[config.mk]
export PLATFORM = sky130hd
export DESIGN_NAME = rxd_ring_writer
export DESIGN_NICKNAME = d
export VERILOG_FILES = /design/src/rtl/rxd_pkg.sv /design/src/rtl/rxd_status_fmt.sv /design/src/rtl/rxd_ring_ptr.sv /design/src/rtl/rxd_byte_packer.sv /design/src/rtl/rxd_ring_writer.sv
export SDC_FILE = /design/constraint.sdc
export NUM_CORES = 1
export LEC_CHECK = 0
export ABC_CLOCK_PERIOD_IN_PS = 8550
export BUFFER_PORTS_ARGS = -buffer_cell sky130_fd_sc_hd__clkbuf_2
export CORE_MARGIN = 1
export CORE_UTILIZATION = 45
export CTS_BUF_LIST = sky130_fd_sc_hd__clkbuf_16
export CTS_CLUSTER_DIAMETER = 60
export DETAILED_ROUTE_END_ITERATION = 6
export SLEW_MARGIN = 20
export SYNTH_ARGS = -nofsm -noshare
export SYNTH_HDL_FRONTEND = slang
export SYNTH_SLANG_ARGS = --single-unit
export TNS_END_PERCENT = 50
[constraint.sdc]
create_clock -name clk -period 8.55 [get_ports clk]
set_input_delay 0.4275 -clock clk [delete_from_list [all_inputs] [get_ports clk]]
set_output_delay 0.4275 -clock clk [all_outputs]
set_load 0.005 [all_outputs]
[src/rtl/rxd_pkg.sv]
package rxd_pkg;
    localparam int OWN_BIT    = 31;
    localparam int WRAP_BIT   = 25;
    localparam int ERR_BIT    = 15;
    localparam int LAST_BIT   = 8;
    localparam int LEN_LSB    = 16;
    localparam int LEN_W      = 14;
    localparam int DESC_BYTES = 16;
    localparam int CTL_OFS    = 4;
    localparam int BUF_OFS    = 8;

    typedef enum logic [3:0] {
        S_OFF,
        S_POLL_RD,
        S_POLL_WT,
        S_CTL_WT,
        S_BUF_WT,
        S_ARMED,
        S_FRAME,
        S_STAT,
        S_DONE
    } eng_state_t;
endpackage

[src/rtl/rxd_status_fmt.sv]
module rxd_status_fmt
    import rxd_pkg::*;
(
    input  logic [LEN_W-1:0] len_i,
    input  logic             err_i,
    output logic [31:0]      word_o
);
    always_comb begin
        word_o                      = '0;
        word_o[LEN_LSB +: LEN_W]    = len_i;
        word_o[ERR_BIT]             = err_i;
        word_o[LAST_BIT]            = 1'b1;
        word_o[OWN_BIT]             = 1'b0;
    end
endmodule

[src/rtl/rxd_ring_ptr.sv]
module rxd_ring_ptr
    import rxd_pkg::*;
#(
    parameter int ADDR_W = 16
) (
    input  logic              clk,
    input  logic              rst_n,
    input  logic              load_i,
    input  logic              adv_i,
    input  logic              wrap_i,
    input  logic [ADDR_W-1:0] base_i,
    output logic [ADDR_W-1:0] ptr_o
);
    localparam logic [ADDR_W-1:0] ALIGN_MASK = ~ADDR_W'(DESC_BYTES - 1);
    localparam logic [ADDR_W-1:0] STEP       = ADDR_W'(DESC_BYTES);

    typedef struct packed {
        logic [ADDR_W-1:0] ptr;
    } ptr_st_t;

    ptr_st_t q, d;
    logic [ADDR_W-1:0] base_al;

    always_comb begin
        base_al = base_i & ALIGN_MASK;
        d = q;
        if (load_i) begin
            d.ptr = base_al;
        end else if (adv_i) begin
            d.ptr = wrap_i ? base_al : q.ptr + STEP;
        end
    end

    always_ff @(posedge clk or negedge rst_n) begin
        if (!rst_n) q <= '0;
        else        q <= d;
    end

    assign ptr_o = q.ptr;

    p_load_base_r2: assert property (@(posedge clk) disable iff (!rst_n)
        load_i |=> (ptr_o == $past(base_al)));
    p_wrap_base_r7: assert property (@(posedge clk) disable iff (!rst_n)
        (adv_i && wrap_i && !load_i) |=> (ptr_o == $past(base_al)));
    p_step_next_r7: assert property (@(posedge clk) disable iff (!rst_n)
        (adv_i && !wrap_i && !load_i) |=> (ptr_o == $past(ptr_o) + STEP));
endmodule

[src/rtl/rxd_byte_packer.sv]
module rxd_byte_packer
    import rxd_pkg::*;
#(
    parameter int ADDR_W = 16
) (
    input  logic              clk,
    input  logic              rst_n,
    input  logic              first_i,
    input  logic              vld_i,
    input  logic [7:0]        byte_i,
    input  logic              last_i,
    input  logic [ADDR_W-1:0] buf_i,
    input  logic [LEN_W-1:0]  size_i,
    output logic              wr_o,
    output logic [ADDR_W-1:0] wa_o,
    output logic [31:0]       wd_o,
    output logic [LEN_W-1:0]  len_o,
    output logic              trunc_o
);
    typedef struct packed {
        logic [LEN_W-1:0]  idx;
        logic [ADDR_W-1:0] bufa;
        logic [LEN_W-1:0]  size;
        logic [31:0]       acc;
        logic [ADDR_W-1:0] acc_addr;
        logic              pend;
        logic              trunc;
        logic              wr;
        logic [ADDR_W-1:0] wa;
        logic [31:0]       wd;
    } pk_st_t;

    pk_st_t q, d;

    logic [LEN_W-1:0]  idx_c;
    logic [ADDR_W-1:0] base_c;
    logic [LEN_W-1:0]  size_c;
    logic [31:0]       acc_c;
    logic              pend_c;
    logic              trunc_c;
    logic              store_c;
    logic [1:0]        lane_c;
    logic [31:0]       word_c;
    logic [ADDR_W-1:0] waddr_c;

    always_comb begin
        d       = q;
        d.wr    = 1'b0;
        idx_c   = first_i ? '0     : q.idx;
        base_c  = first_i ? buf_i  : q.bufa;
        size_c  = first_i ? size_i : q.size;
        acc_c   = first_i ? '0     : q.acc;
        pend_c  = first_i ? 1'b0   : q.pend;
        trunc_c = first_i ? 1'b0   : q.trunc;
        store_c = idx_c < size_c;
        lane_c  = idx_c[1:0];
        word_c  = (lane_c == 2'd0) ? 32'd0 : acc_c;
        word_c[{lane_c, 3'b000} +: 8] = byte_i;
        waddr_c = base_c + ADDR_W'({idx_c[LEN_W-1:2], 2'b00});

        if (vld_i) begin
            d.bufa  = base_c;
            d.size  = size_c;
            d.trunc = trunc_c;
            d.pend  = pend_c;
            if (store_c) begin
                d.acc      = word_c;
                d.acc_addr = waddr_c;
                if (lane_c == 2'd3 || last_i) begin
                    d.wr   = 1'b1;
                    d.wa   = waddr_c;
                    d.wd   = word_c;
                    d.pend = 1'b0;
                end else begin
                    d.pend = 1'b1;
                end
            end else begin
                d.trunc = 1'b1;
                if (last_i && pend_c) begin
                    d.wr   = 1'b1;
                    d.wa   = q.acc_addr;
                    d.wd   = acc_c;
                    d.pend = 1'b0;
                end
            end
            d.idx = (&idx_c) ? idx_c : idx_c + 1'b1;
        end
    end

    always_ff @(posedge clk or negedge rst_n) begin
        if (!rst_n) q <= '0;
        else        q <= d;
    end

    assign wr_o    = q.wr;
    assign wa_o    = q.wa;
    assign wd_o    = q.wd;
    assign len_o   = q.idx;
    assign trunc_o = q.trunc;

    p_in_buffer_r6: assert property (@(posedge clk) disable iff (!rst_n)
        wr_o |-> ((wa_o - q.bufa) < ADDR_W'(q.size)));
    p_trunc_sticky_r6: assert property (@(posedge clk) disable iff (!rst_n)
        (trunc_o && !first_i) |=> trunc_o);
    p_word_aligned_r4: assert property (@(posedge clk) disable iff (!rst_n)
        wr_o |-> (wa_o[1:0] == q.bufa[1:0]));
endmodule

[src/rtl/rxd_ring_writer.sv]
module rxd_ring_writer
    import rxd_pkg::*;
#(
    parameter int ADDR_W = 16,
    parameter int CNT_W  = 8
) (
    input  logic              clk,
    input  logic              rst_n,
    input  logic [ADDR_W-1:0] cfg_base,
    input  logic              cfg_rx_en,
    output logic              mem_rd,
    output logic              mem_wr,
    output logic [ADDR_W-1:0] mem_addr,
    output logic [31:0]       mem_wdata,
    input  logic [31:0]       mem_rdata,
    input  logic              in_valid,
    input  logic [7:0]        in_data,
    input  logic              in_sof,
    input  logic              in_eof,
    output logic [CNT_W-1:0]  missed_cnt
);
    localparam logic [ADDR_W-1:0] CTL_STEP = ADDR_W'(CTL_OFS);
    localparam logic [ADDR_W-1:0] BUF_STEP = ADDR_W'(BUF_OFS);

    typedef struct packed {
        eng_state_t        st;
        logic [LEN_W-1:0]  size;
        logic              eor;
        logic [ADDR_W-1:0] bufa;
        logic [CNT_W-1:0]  missed;
        logic              swr;
        logic [ADDR_W-1:0] saddr;
        logic [31:0]       sdata;
    } top_st_t;

    top_st_t q, d;

    logic              rd_c;
    logic [ADDR_W-1:0] raddr_c;
    logic              pk_first;
    logic              pk_vld;
    logic              ptr_load;
    logic              ptr_adv;
    logic              not_armed;
    logic [ADDR_W-1:0] ptr;
    logic              pk_wr;
    logic [ADDR_W-1:0] pk_wa;
    logic [31:0]       pk_wd;
    logic [LEN_W-1:0]  pk_len;
    logic              pk_trunc;
    logic [31:0]       stat_word;
    logic              unused_rdata;

    assign unused_rdata = ^mem_rdata;

    rxd_ring_ptr #(.ADDR_W(ADDR_W)) u_ptr (
        .clk    (clk),
        .rst_n  (rst_n),
        .load_i (ptr_load),
        .adv_i  (ptr_adv),
        .wrap_i (q.eor),
        .base_i (cfg_base),
        .ptr_o  (ptr)
    );

    rxd_byte_packer #(.ADDR_W(ADDR_W)) u_pack (
        .clk     (clk),
        .rst_n   (rst_n),
        .first_i (pk_first),
        .vld_i   (pk_vld),
        .byte_i  (in_data),
        .last_i  (in_eof),
        .buf_i   (q.bufa),
        .size_i  (q.size),
        .wr_o    (pk_wr),
        .wa_o    (pk_wa),
        .wd_o    (pk_wd),
        .len_o   (pk_len),
        .trunc_o (pk_trunc)
    );

    rxd_status_fmt u_fmt (
        .len_i  (pk_len),
        .err_i  (pk_trunc),
        .word_o (stat_word)
    );

    always_comb begin
        d        = q;
        d.swr    = 1'b0;
        rd_c     = 1'b0;
        raddr_c  = ptr;
        pk_first = 1'b0;
        pk_vld   = 1'b0;
        ptr_load = 1'b0;
        ptr_adv  = 1'b0;

        not_armed = (q.st == S_POLL_RD) || (q.st == S_POLL_WT) ||
                    (q.st == S_CTL_WT)  || (q.st == S_BUF_WT)  ||
                    (q.st == S_STAT)    || (q.st == S_DONE);
        if (cfg_rx_en && in_valid && in_sof && not_armed && !(&q.missed)) begin
            d.missed = q.missed + 1'b1;
        end

        unique case (q.st)
            S_OFF: begin
                if (cfg_rx_en) begin
                    ptr_load = 1'b1;
                    d.st     = S_POLL_RD;
                end
            end
            S_POLL_RD: begin
                if (!cfg_rx_en) begin
                    d.st = S_OFF;
                end else begin
                    rd_c = 1'b1;
                    d.st = S_POLL_WT;
                end
            end
            S_POLL_WT: begin
                if (!cfg_rx_en) begin
                    d.st = S_OFF;
                end else if (mem_rdata[OWN_BIT]) begin
                    rd_c    = 1'b1;
                    raddr_c = ptr + CTL_STEP;
                    d.st    = S_CTL_WT;
                end else begin
                    d.st = S_POLL_RD;
                end
            end
            S_CTL_WT: begin
                if (!cfg_rx_en) begin
                    d.st = S_OFF;
                end else begin
                    d.size  = mem_rdata[LEN_W-1:0];
                    d.eor   = mem_rdata[WRAP_BIT];
                    rd_c    = 1'b1;
                    raddr_c = ptr + BUF_STEP;
                    d.st    = S_BUF_WT;
                end
            end
            S_BUF_WT: begin
                if (!cfg_rx_en) begin
                    d.st = S_OFF;
                end else begin
                    d.bufa = mem_rdata[ADDR_W-1:0];
                    d.st   = S_ARMED;
                end
            end
            S_ARMED: begin
                if (!cfg_rx_en) begin
                    d.st = S_OFF;
                end else if (in_valid && in_sof) begin
                    pk_first = 1'b1;
                    pk_vld   = 1'b1;
                    d.st     = in_eof ? S_STAT : S_FRAME;
                end
            end
            S_FRAME: begin
                if (in_valid) begin
                    pk_vld = 1'b1;
                    if (in_eof) d.st = S_STAT;
                end
            end
            S_STAT: begin
                d.swr   = 1'b1;
                d.saddr = ptr;
                d.sdata = stat_word;
                ptr_adv = 1'b1;
                d.st    = S_DONE;
            end
            S_DONE: begin
                d.st = cfg_rx_en ? S_POLL_RD : S_OFF;
            end
            default: d.st = S_OFF;
        endcase
    end

    always_ff @(posedge clk or negedge rst_n) begin
        if (!rst_n) q <= '0;
        else        q <= d;
    end

    assign mem_rd     = rd_c;
    assign mem_wr     = pk_wr | q.swr;
    assign mem_addr   = pk_wr ? pk_wa : (q.swr ? q.saddr : raddr_c);
    assign mem_wdata  = pk_wr ? pk_wd : q.sdata;
    assign missed_cnt = q.missed;

    p_single_port_r11: assert property (@(posedge clk) disable iff (!rst_n)
        !(mem_rd && mem_wr));
    p_miss_step_r8: assert property (@(posedge clk) disable iff (!rst_n)
        (missed_cnt != $past(missed_cnt)) |-> (missed_cnt == $past(missed_cnt) + 1'b1));
    p_off_quiet_r9: assert property (@(posedge clk) disable iff (!rst_n)
        (q.st == S_OFF) |-> (!mem_rd && !mem_wr));
    p_status_release_r5: assert property (@(posedge clk) disable iff (!rst_n)
        q.swr |-> (mem_wr && !mem_wdata[OWN_BIT] && mem_wdata[LAST_BIT]));
    p_no_data_after_status_r5: assert property (@(posedge clk) disable iff (!rst_n)
        q.swr |-> !pk_wr);
endmodule

After elaboration in Yosys (flattened, before gate mapping):

Index checks and enable logic that the tools add are counted.

* register bits after elaboration: 235
* input port bits: 62
* output and inout bits: 58

* add/subtract/negate cells: 7
* order comparisons: 1
* eq/ne operators: 15
* shift operators: 2
* multiplexer cells: 52
* bitwise logic cells: 1
* reductions and logical operators: 26

Operators by type and width (count)
* 49-bit two-way mux: 5
* 16-bit two-way mux: 9
* 32-bit two-way mux: 3
* 14-bit two-way mux: 3
* 4-bit case mux with 9 select lines: 1
* 32-bit bitwise mux: 1
* 16-bit case mux with 2 select lines: 1
* 8-bit by 7-bit variable shift with 32-bit output (first input constant): 1
* 8-bit by 7-bit variable part select with 32-bit output: 1
* 4-bit two-way mux: 5
* 1-bit two-way mux: 17
* 16-bit by 14-bit adder with 16-bit output: 1
* 16-bit by 3-bit adder with 16-bit output (second input constant): 1
* 16-bit by 4-bit adder with 16-bit output (second input constant): 1
* 16-bit by 5-bit adder with 16-bit output (second input constant): 1
* 4-bit by 3-bit == test with 1-bit output (second input constant): 4
* 14-bit by 1-bit adder with 14-bit output (second input constant): 1
* 14-bit less-than comparator: 1
* 14-bit AND reduction: 1
* 8-bit by 1-bit adder with 8-bit output (second input constant): 1
* 4-bit by 2-bit == test with 1-bit output (second input constant): 2
* 2-bit inequality test (second input constant): 4
* 2-bit AND reduction: 4
* 8-bit AND reduction: 1
* other kinds (19): 34

Depth between registers and ports, before layout:

Gate-level depths: netlist of run 1.

* depth in word-level cells: 11
* mapped depth: 20
* depth with buffers taken out: 14

Cells and area by module:

Synthesis of run 1 repeated with hierarchy kept, for this count alone.

* cell total of the unflattened synthesis: 1401
* area total of the unflattened synthesis: 13937.1 sq um

Modules (own cells, without submodules)
* rxd_byte_packer: times used 1, cells an instance 741, area an instance 7951.4 sq um, sequential area each 3578.4 sq um
* rxd_ring_writer: times used 1, cells an instance 534, area an instance 4951.0 sq um, sequential area each 2302.2 sq um
* rxd_ring_ptr: times used 1, cells an instance 92, area an instance 787.0 sq um, sequential area each 300.3 sq um
* rxd_status_fmt: times used 1, cells an instance 34, area an instance 247.7 sq um, sequential area each 0.0 sq um

Least setup slack after synthesis of run 1:

No wires, ideal clock.

* path kind: reg2reg
* start: register q[91] (netlist name)
* end: register u_pack.q, in the netlist u_pack.wa_o[10]
* library setup time: 0.126 ns
* arrival: 4.178 ns
* slack: 4.246 ns
* stages on the path, launching flop included: 20
* path buffers: 7
* period minus slack after synthesis: 4.304 ns
* cells stage by stage: dfrtp_1 > buf_4 > nand4bb_1 > clkbuf_1 > nor2_1 > clkbuf_1 > clkbuf_1 > buf_1 > nand2_1 > nand2_1 > inv_1 > ha_1 > and4_1 > o2111ai_1 > or4_1 > buf_2 > a21boi_4 > o21ai_1 > buf_2 > a221o_1

* word-level cells in the longest chain between the ends: 7
* elaborated cells between the ends (all ways): 18
* classes of those cells: 1 x add/sub; 1 x order compare; 4 x eq/ne; 8 x mux; 4 x reduce/logical

RTL lines
* from (decl): RTL line rxd_ring_writer.sv:36 `top_st_t q, d;`
* from (signal assigned): RTL line rxd_ring_writer.sv:180 `if (!rst_n) q <= '0;`
* from (signal assigned): RTL line rxd_ring_writer.sv:181 `else q <= d;`
* parallel branches: the longest is 7 deep, another holds 14-bit less-than comparator
* to (signal assigned): RTL line rxd_byte_packer.sv:91 `if (!rst_n) q <= '0;`
* to (signal assigned): RTL line rxd_byte_packer.sv:92 `else q <= d;`
* to (decl): RTL line rxd_byte_packer.sv:33 `pk_st_t q, d;`

Several ways; the timed one is not identified. The select of a mux whose other input is x is not followed.
A chain may end at the register's enable or synchronous reset.

Worst setup path in the final report of run 1:

* start: register q[89] (netlist name)
* end: register u_pack.q, in the netlist u_pack.wd_o[29]

* word-level cells in the longest chain between the ends: 8
* elaborated cells between the ends (all ways): 24
* classes of those cells: 1 x add/sub; 1 x order compare; 4 x eq/ne; 2 x shift; 11 x mux; 5 x reduce/logical

RTL lines
* 4-bit by 3-bit == test with 1-bit output: RTL line rxd_ring_writer.sv:105 `unique case (q.st)`
* 1-bit two-way mux: RTL line rxd_ring_writer.sv:105
* 14-bit two-way mux: RTL line rxd_byte_packer.sv:49 `idx_c = first_i ? '0 : q.idx;`
* 5-bit negator with 7-bit output / 2-bit zero test (equally long branches): RTL line rxd_byte_packer.sv:58, rxd_byte_packer.sv:57
* 8-bit by 7-bit variable part select with 32-bit output (tied with other cells): RTL line rxd_byte_packer.sv:58 `word_c[{lane_c, 3'b000} +: 8] = byte_i;`
* 32-bit bitwise mux: RTL line rxd_byte_packer.sv:58
* 49-bit two-way mux: RTL line rxd_byte_packer.sv:69 `if (lane_c == 2'd3 || last_i) begin`
* 49-bit two-way mux: RTL line rxd_byte_packer.sv:66 `if (store_c) begin`

Several ways; a longest one is shown, not always the timed one. The select of a mux whose other input is x is not followed.

==> flow_summary.toml, run 1 <==
[cts]
cts_sinks = 227
clkTransAtPathRegs_ns = 0.06
postCtsSetupBuffers = 0
worstSkewPairLatency_ns = 0.54
post_cts_resized = 0
htreeDepth = 1
cts_hold_buffers = 1
cts_buffer_depth = 3
clockRootBuffer = "clkbuf_16"
cts-buffers-inserted = 26
cts_tree = "built"

[placement]
gp_congestion = 0.887
hpwl_mm = 21.8
pre_cts_ws_ns = 2.61
placed_area_um2 = 12600
port_buffers = 101

[logic_synthesis]
synth_top_area_cell = "dfrtp_1"
synth_flop_cell = "dfrtp_1"
syn-cell-area_um2 = 11900
synth_seq_cells = 227
yosysSeqAreaShare_pct = 47.6
synth.top_cells.by_area = "dfrtp_1 (48%), nand2_1 (8.1%), mux2_2 (4.8%), o21ai_0 (3.2%), a22o_1 (2.6%)"
netlist.area_leader.share_pct = 47.6
yosysWarningCount = 0
synthCells = 1270
ys_types = 65
avgSynthCellArea_um2 = 9.39
synth-edff-count = 0
synth_nets = 1357
synth_common_cells = "nand2_1 (259), dfrtp_1 (227), o21ai_0 (76), clkbuf_1 (57), a21oi_1 (55)"
yosysMostFrequentCell = "nand2_1"
async_flop_share_pct = 100

[floorplan]
die_h_um = 165
die_w_um = 165
dieArea_um2 = 27200
start_util_pct = 45.8
io_pins = 120
rows = 59
core_um2 = 26100

[routing]
top_layer = "met4"
finalWirelength_mm = 31.8
drt_iter0_markers = 832
viasPerCell = 5.78
final_antenna_net_count = 0
post-route-drc-count = 0
wl_per_cell_um = 19.0
drt-met1-wl_mm = 15.4
num_vias = 9693
wl_met3_mm = 1.24
route.met2.wl_mm = 14.4
firstDrtPassIters = 5

[global_route]
antenna_found_initial = 0
gr-total-overflow = 0
track_usage_pct = 23.7
grt_pass1_wl_mm = 50.5
grt_pass1_vias = 9053
grt_max_degree = 83

[worst_hold_path]
hold_depth = 2
holdPathEnd = "q[71]"
min-delay-start = "mem_rdata[14]"
min_path_type = "in -> reg"

[timing]
finalSetupViolations = 0
finalHoldViolations = 0
drv_slew = 0
fin_crit_sh_pct = 69.4
worst_pin_slew_ns = 1.19
fin_ws_ns = 2.61
rsz0062_at_grt = "no"
fin_crit_ns = 5.94
slew_headroom_pct = 20.2
max_freq_mhz = 168
skew_ns = 0.0148
setup_tns_ns = 0

[worst_setup_path]
required_ns = 9.01
start_kind = "flip-flop"
path_max_fanout = 53
crit_type = "reg -> reg"
r2r_slack_ns = 2.61
critPathSlowestCell = "or4_1"
r2r_cells = 15
crit_path_end_kind = "flip-flop"
cpPeakStageDelay_ns = 1.00
cp.arrival_ns = 6.39
r2r_start = "q[89]"
r2r_end = "u_pack.wd_o[29]"
crit_chain = "nand4bb_1, nor2_4, nand2_1, nand2_1, inv_1, ha_1, and4_1, o2111ai_1, or4_1, a21boi_4, buf_4, o21ai_2, buf_4, inv_2, a2bb2oi_1"

[power]
p_int_mw = 2.55
p_leak_nw = 6.48
p_sw_mw = 1.50
vdd_drop_max_uv = 192
p_comb_share_pct = 31.5
seqPwrFrac_pct = 42.1
switching_share_pct = 37.0
power.density_nw_per_um2 = 301
clockPowerShare_pct = 26.4

[cells_and_area]
nFillCells = 2451
finalInstanceArea_um2 = 13500
final_nets = 1411
synthToLayoutAreaGrowth_pct = 12.8
seq_area_um2 = 5680
multiInputGateArea_um2 = 5710
drive_gt1_share_pct = 17.0
n_antenna_cell = 0

[job]
drv_cap = 0

[status]
run_status = "finished, final reports clean"
## placed cells by master, fill, tap and decap left out, types with 8 or more instances in the layout
cell and n:
a32oi_1 24, a22oi_1 12, a22o_1 36, a31oi_1 12, o221a_2 8, ha_1 25, mux2i_1 18, o2bb2ai_1 10
nand2b_1 9, inv_1 52, a21oi_1 54, dfrtp_1 226, nor2_1 34, nand4_1 10, xnor2_1 20, nor3_1 22
o21ai_0 76, o22ai_1 9, a2bb2oi_1 8, clkinv_1 10, and2_1 29, clkbuf_16 26, nand3_1 33, nand2_1 259
buf_4 13, clkbuf_2 100, and3_1 13, a41oi_1 8, nor2b_1 11, xor2_1 20, mux2_2 51
## sequential cells by signal (all words and copies together) (netlist names)
register	count
u_pack.q	79
q	64
u_pack.wd_o	32
u_pack.wa_o	16
u_pack.len_o	14
u_ptr.ptr_o	12
missed_cnt	8
u_pack.trunc_o	1
u_pack.wr_o	1
## power by group through the flow
stage	Clock (mW)	Combinational [mW]	Sequential (mW)
after global placement	0	1.24	1.71
after detailed placement	0	1.26	1.72
after CTS	1.09	1.27	1.70
final	1.07	1.28	1.71
after floorplan	0	0.953	1.60
after global routing	1.14	1.43	1.75
## critical path: cells and delay by family, from the launching register on
kind	cells	cell delay, ns
and+or+nand+nor	6	2.85
DFF	1	0.53
buffers and inverters	4	1.08
adders and majority gates	1	0.31
AOI/OAI and AO/OA	4	1.05
## metal layers
metal	up-vias	global-route usage, %
met1	4793	35.2
met5	-	0
met4	0	5.96
met2	236	36.8
li1	4619	-
met3	45	2.71
## cell type report
class,count,share of cell area (%)
clock buffer,26,4.84
clock inverter,20,1.22
inverter,54,1.51
multi-input combinational,900,42.5
sequential,227,42.2
tap,335,3.12
timing repair buffer,115,4.63
## per-stage QoR
step                      util (%)  instances  total power, mW  hold slack [ns]
after floorplan                  -       1270             2.55            0.132
after global placement        48.4       1630             2.95            0.447
after detailed placement      48.4       1630             2.98            0.450
after CTS                     51.5       1677             4.06            0.109
after global routing          51.6       1677             4.32            0.121
final                         51.6       1677             4.05            0.122
## worst max path at each step
| stage | startpoint | endpoint | cells past startpoint |
|---|---|---|---|
| 5_1_grt | q[89] | u_pack.wd_o[28] | 15 |
| 3_5_place_dp | q[89] | u_pack.wd_o[29] | 15 |
| 4_1_cts | q[89] | u_pack.wd_o[29] | 15 |
| 6_report | q[89] | u_pack.wd_o[29] | 15 |
| 3_3_place_gp | q[89] | u_pack.wa_o[13] | 15 |
| 2_1_floorplan | q[91] | u_pack.wa_o[10] | 19 |
## cells by family (layout without fill, tap and decap cells)
group	Yosys count	in the layout	synth area share [%]
simple gates	453	453	17.4
buf+inv	143	215	4.95
xor+xnor	40	40	2.94
fa+ha+maj	30	30	3.04
mux	69	69	6.32
flops	227	227	47.6
compound gates	308	308	17.8
Power figures use the tool's default switching activity.
==> run 2, diff against run 1 <==
--- a/config.mk
+++ b/config.mk
@@ -5,13 +5,14 @@
 export SDC_FILE = /design/constraint.sdc
 export NUM_CORES = 1
 export LEC_CHECK = 0
-export ABC_CLOCK_PERIOD_IN_PS = 8550
+export ABC_CLOCK_PERIOD_IN_PS = 5100
 export BUFFER_PORTS_ARGS = -buffer_cell sky130_fd_sc_hd__clkbuf_2
 export CORE_MARGIN = 1
 export CORE_UTILIZATION = 45
 export CTS_BUF_LIST = sky130_fd_sc_hd__clkbuf_16
 export CTS_CLUSTER_DIAMETER = 60
 export DETAILED_ROUTE_END_ITERATION = 6
+export PLACE_DENSITY = 0.66
 export SLEW_MARGIN = 20
 export SYNTH_ARGS = -nofsm -noshare
 export SYNTH_HDL_FRONTEND = slang
==> constraint.sdc (replaced) <==
create_clock -name clk -period 5.1 [get_ports clk]
set_input_delay 0.255 -clock clk [delete_from_list [all_inputs] [get_ports clk]]
set_output_delay 0.255 -clock clk [all_outputs]
set_load 0.005 [all_outputs]
==> run 2 against run 1 <==
  * Sequential share of layout area shrank 0.78 points
  * Combinational power grew 72%
  * Cell area grew 1.9%
  * Utilization grew 0.97 points
  * First-iteration DRC count grew 7.7%
  * Final cell count grew 1.9%
  * Worst setup slack lost 2.0 ns
  * Register-to-register slack lost 2.0 ns
  * Critical path type unchanged
==> flow_summary.toml, run 2 (same netlist as run 1, synthesis figures left out) <==
[cts]
cts_tree = "built"
htreeDepth = 1
clockRootBuffer = "clkbuf_16"
post_cts_resized = 0
clkTransAtPathRegs_ns = 0.06
cts_buffer_depth = 3
cts-buffers-inserted = 27
cts_sinks = 227
worstSkewPairLatency_ns = 0.54

[floorplan]
start_util_pct = 45.8
core_um2 = 26100
dieArea_um2 = 27200
die_h_um = 165
rows = 59
io_pins = 120
die_w_um = 165

[job]
drv_cap = 0

[placement]
port_buffers = 101
placed_area_um2 = 12700
dp.cells = 1646
gp_congestion = 0.914
hpwl_mm = 21.5

[routing]
final_antenna_net_count = 0
wl_per_cell_um = 18.4
finalWirelength_mm = 31.4
drt_iter0_markers = 896
viasPerCell = 5.78
num_vias = 9880
post-route-drc-count = 0
firstDrtPassIters = 5

[timing]
setup_tns_ns = 0
holdWs_ns = 0.0174
fin_crit_sh_pct = 87.9
finalSetupViolations = 0
fin_crit_ns = 4.48
finalHoldViolations = 0
worst_pin_slew_ns = 1.03
slew_headroom_pct = 31.4
skew_ns = 0.0137
rsz0062_at_grt = "no"
drv_slew = 0
max_freq_mhz = 223

[worst_setup_path]
start_kind = "flip-flop"
path_max_fanout = 52
r2r_slack_ns = 0.62
crit_type = "reg -> reg"
r2r_start = "q[89]"
r2r_cells = 12
r2r_end = "u_pack.wd_o[22]"
crit_path_end_kind = "flip-flop"
critPathLaunch = "q[89]"
required_ns = 5.54
cp.arrival_ns = 4.92

[cells_and_area]
top_register = "u_pack.q"
final_nets = 1444
layout_common_cells = "nand2_1 (259), dfrtp_1 (226), clkbuf_2 (100), o21ai_0 (76), inv_1 (57)"
nFillCells = 2390
finalInstanceArea_um2 = 13700
final_cell_count_no_fill = 1709
final_util_pct = 52.6
synthToLayoutAreaGrowth_pct = 14.9
n_antenna_cell = 0
drive_gt1_share_pct = 17.2
largest_reg_flops = 79
final_common_cell = "nand2_1"

[power]
clockPowerShare_pct = 25.7
power.density_nw_per_um2 = 496
p_comb_share_pct = 32.4
switching_share_pct = 36.5
p_sw_mw = 2.48
seqPwrFrac_pct = 41.9
vdd_drop_max_uv = 386
p_leak_nw = 6.65
p_int_mw = 4.32

[global_route]
track_usage_pct = 23.3
gr-total-overflow = 0
antenna_found_initial = 0
grt_max_degree = 118
grt_pass1_wl_mm = 50.0
grt_pass1_vias = 9307

[worst_hold_path]
min_path_type = "in -> reg"
hold_depth = 2
min-delay-start = "mem_rdata[0]"
holdPathEnd = "q[74]"

[status]
run_status = "finished, final reports clean"
-- run 2: worst max-delay path by stage --
| stage | end | slack, ns | depth (start not counted) |
|---|---|---|---|
| finish | u_pack.wd_o[22] | 0.62 | 12 |
| global route | u_pack.wd_o[22] | 0.34 | 12 |
| CTS | u_pack.wd_o[22] | 0.69 | 12 |
| detailed placement | u_pack.q[70] | 0.76 | 13 |
| global placement | u_pack.q[70] | 0.80 | 13 |
| floorplan | u_pack.wa_o[10] | 0.80 | 19 |
-- run 2: cell type report --
type | instances | area, µm² | share of cell area (%)
clock buffers | 27 | 676 | 4.93
clock inverters | 19 | 120 | 0.876
inverters | 54 | 203 | 1.48
multi-input cells | 900 | 5680 | 41.4
flip-flops and latches | 227 | 5680 | 41.5
well taps | 335 | 419 | 3.06
repair buffers | 147 | 928 | 6.77
-- run 2: power by group through the flow --
stage               Clock [mW]  Combinational [mW]  Sequential [mW]
finish                    1.75                2.20             2.85
detailed placement           0                2.16             2.87
global placement             0                2.13             2.85
CTS                       1.78                2.19             2.84
global route              1.86                2.46             2.92
floorplan                    0                1.60             2.68
-- run 2: worst max-delay path, cell delays in order (launching register included) --
cell and delay (ns):
dfrtp_1 0.53, and4bb_2 0.56, nand2_1 0.15, buf_12 0.21, and2_1 0.24, ha_1 0.33
and4_1 0.22, o2111ai_1 0.29, or4_1 0.72, a21boi_4 0.19, buf_4 0.48, o21ai_0 0.17
a32oi_1 0.26
-- run 2: timing repair --
item,in CTS,in global routing
endpoints found under the hold margin,138,0
buffers inserted,0,0
hold buffers,17,0
-- run 2: per-layer routing --
layer	global-route usage, %	routed length [µm]
met1	33.7	14600
met2	36.2	14200
met3	3.06	1670
met4	7.34	951
met5	0	0
-- run 2: through the flow --
stage | setup WS (ns) | total power, mW
3_5_place_dp | 0.758 | 5.03
3_3_place_gp | 0.800 | 4.97
2_1_floorplan | 0.796 | 4.28
4_1_cts | 0.687 | 6.82
5_1_grt | 0.341 | 7.25
6_report | 0.615 | 6.80
==> run 3, diff against run 2 <==
--- a/config.mk
+++ b/config.mk
@@ -5,14 +5,13 @@
 export SDC_FILE = /design/constraint.sdc
 export NUM_CORES = 1
 export LEC_CHECK = 0
-export ABC_CLOCK_PERIOD_IN_PS = 5100
+export ABC_CLOCK_PERIOD_IN_PS = 5000
 export BUFFER_PORTS_ARGS = -buffer_cell sky130_fd_sc_hd__clkbuf_2
 export CORE_MARGIN = 1
 export CORE_UTILIZATION = 45
 export CTS_BUF_LIST = sky130_fd_sc_hd__clkbuf_16
 export CTS_CLUSTER_DIAMETER = 60
 export DETAILED_ROUTE_END_ITERATION = 6
-export PLACE_DENSITY = 0.66
 export SLEW_MARGIN = 20
 export SYNTH_ARGS = -nofsm -noshare
 export SYNTH_HDL_FRONTEND = slang
==> constraint.sdc (replaced) <==
create_clock -name clk -period 5 [get_ports clk]
set_input_delay 0.25 -clock clk [delete_from_list [all_inputs] [get_ports clk]]
set_output_delay 0.25 -clock clk [all_outputs]
set_load 0.005 [all_outputs]
==> run 3 against run 2 <==
  * Sequential share of layout area decreased by 0.23 points
  * Via count decreased by 1.7%
  * Largest power group unchanged
  * Routed wire length increased by 1.3%
  * Critical endpoint is now u_pack.wa_o[15]
  * Highest routed layer unchanged
  * Clock power increased by 3%
  * Largest cell class is now multi-input combinational cells
==> flow_summary.toml, run 3 (same netlist as run 1, synthesis figures left out) <==
[status]
run_status = "finished, final reports clean"

[floorplan]
dieArea_um2 = 27200
start_util_pct = 45.8
rows = 59
io_pins = 120
core_um2 = 26100
die_w_um = 165
die_h_um = 165

[timing]
setup_tns_ns = 0
finalSetupViolations = 0
finalHoldViolations = 0
rsz0062_at_grt = "no"
max_freq_mhz = 223
skew_ns = 0.0167
slew_headroom_pct = 33.2
fin_crit_sh_pct = 89.7
drv_slew = 0
fin_crit_ns = 4.49
worst_pin_slew_ns = 1.00

[global_route]
grt_max_degree = 123
antenna_found_initial = 0
track_usage_pct = 23.8
grt_pass1_wl_mm = 50.5
grt_pass1_vias = 9000
gr-total-overflow = 0

[worst_setup_path]
cp.arrival_ns = 4.95
crit_type = "reg -> reg"
r2r_cells = 12
required_ns = 5.47
crit_path_end_kind = "flip-flop"
r2r_end = "u_pack.wa_o[15]"
r2r_slack_ns = 0.51
start_kind = "flip-flop"
r2r_start = "q[88]"
path_max_fanout = 46

[cts]
cts_sinks = 227
cts-buffers-inserted = 26
worstSkewPairLatency_ns = 0.54
clockRootBuffer = "clkbuf_16"
cts_tree = "built"
cts_buffer_depth = 3
htreeDepth = 1
clkTransAtPathRegs_ns = 0.06

[cells_and_area]
final_common_cell = "nand2_1"
finalInstanceArea_um2 = 13800
n_antenna_cell = 0
top_register = "u_pack.q"
drive_gt1_share_pct = 17.8
synthToLayoutAreaGrowth_pct = 15.5
nFillCells = 2416
largest_reg_flops = 79
final_nets = 1449
layout_common_cells = "nand2_1 (259), dfrtp_1 (226), clkbuf_2 (100), o21ai_0 (76), inv_1 (60)"

[power]
p_total_mw = 6.99
vdd_drop_max_uv = 281
power.density_nw_per_um2 = 508
p_leak_nw = 6.70

[routing]
finalWirelength_mm = 31.8
wl_per_cell_um = 18.6
drt_iter0_markers = 750
post-route-drc-count = 0
num_vias = 9710
final_antenna_net_count = 0
viasPerCell = 5.67
firstDrtPassIters = 5

[worst_hold_path]
min_path_type = "in -> reg"
holdPathEnd = "u_ptr.ptr_o[5]"
hold_depth = 3
min-delay-start = "cfg_base[5]"

[placement]
hpwl_mm = 21.9
port_buffers = 101
placed_area_um2 = 12800
gp_congestion = 0.858

[job]
drv_cap = 0
-- run 3: worst max path at each step --
| stage | end | startpoint | slack (ns) |
|---|---|---|---|
| finish | u_pack.wa_o[15] | q[88] | 0.51 |
| floorplan | u_pack.wa_o[10] | q[91] | 0.70 |
| global placement | u_pack.q[81] | q[88] | 0.62 |
| detailed placement | u_pack.q[77] | q[88] | 0.54 |
| global route | u_pack.wa_o[13] | q[88] | 0.28 |
| CTS | u_pack.q[77] | q[88] | 0.51 |
-- run 3: per-layer routing --
metal | global-route usage [%] | up-vias | part of all wire, %
met3 | 3.04 | 48 | 4.8
li1 | - | 4693 | -
met5 | 0 | - | 0
met2 | 36.0 | 271 | 44
met1 | 35.5 | 4698 | 48
met4 | 6.46 | 0 | 2.5
-- run 3: cell type report --
class	instances	area [µm²]	area share, %
multi-input cells	900	5690	41.3
inverters	54	203	1.47
clock buffers	26	651	4.72
clock inverters	19	156	1.13
well taps	335	419	3.04
repair buffers	153	976	7.08
flip-flops and latches	227	5680	41.2
-- run 3: what timing repair did --
item | 4_1_cts | 5_1_grt
resized for setup | 0 | 0
setup buffers | 0 | 0
endpoints found under the hold margin | 136 | 0
hold buffers | 18 | 0
-- run 3: per-stage QoR --
stage                     worst slack [ns]  hold slack, ns  std cells  utilization, %
after floorplan                      0.696         -0.0456       1270               -
after global placement               0.617           0.356       1651            49.1
after detailed placement             0.542           0.354       1651            49.1
after CTS                            0.512         0.00385       1714            52.8
after global routing                 0.284          0.0200       1714            52.9
final                                0.513          0.0215       1714            52.9
-- run 3: power breakdown --
part	internal (mW)	leakage, nW	switching, mW
registers	2.44	2.92	0.460
logic	0.954	3.36	1.34
clock network	1.05	0.418	0.756
-- run 3: worst max-delay path, cell delays in order (launching register included) --
cell	delay, ns
dfrtp_1	0.58
and4bb_2	0.49
nand2_1	0.16
buf_12	0.20
and2_1	0.23
ha_1	0.32
and4_1	0.22
o2111ai_1	0.29
nor4_1	0.72
nor2_1	0.39
o21ai_2	0.24
buf_4	0.33
a221o_1	0.21
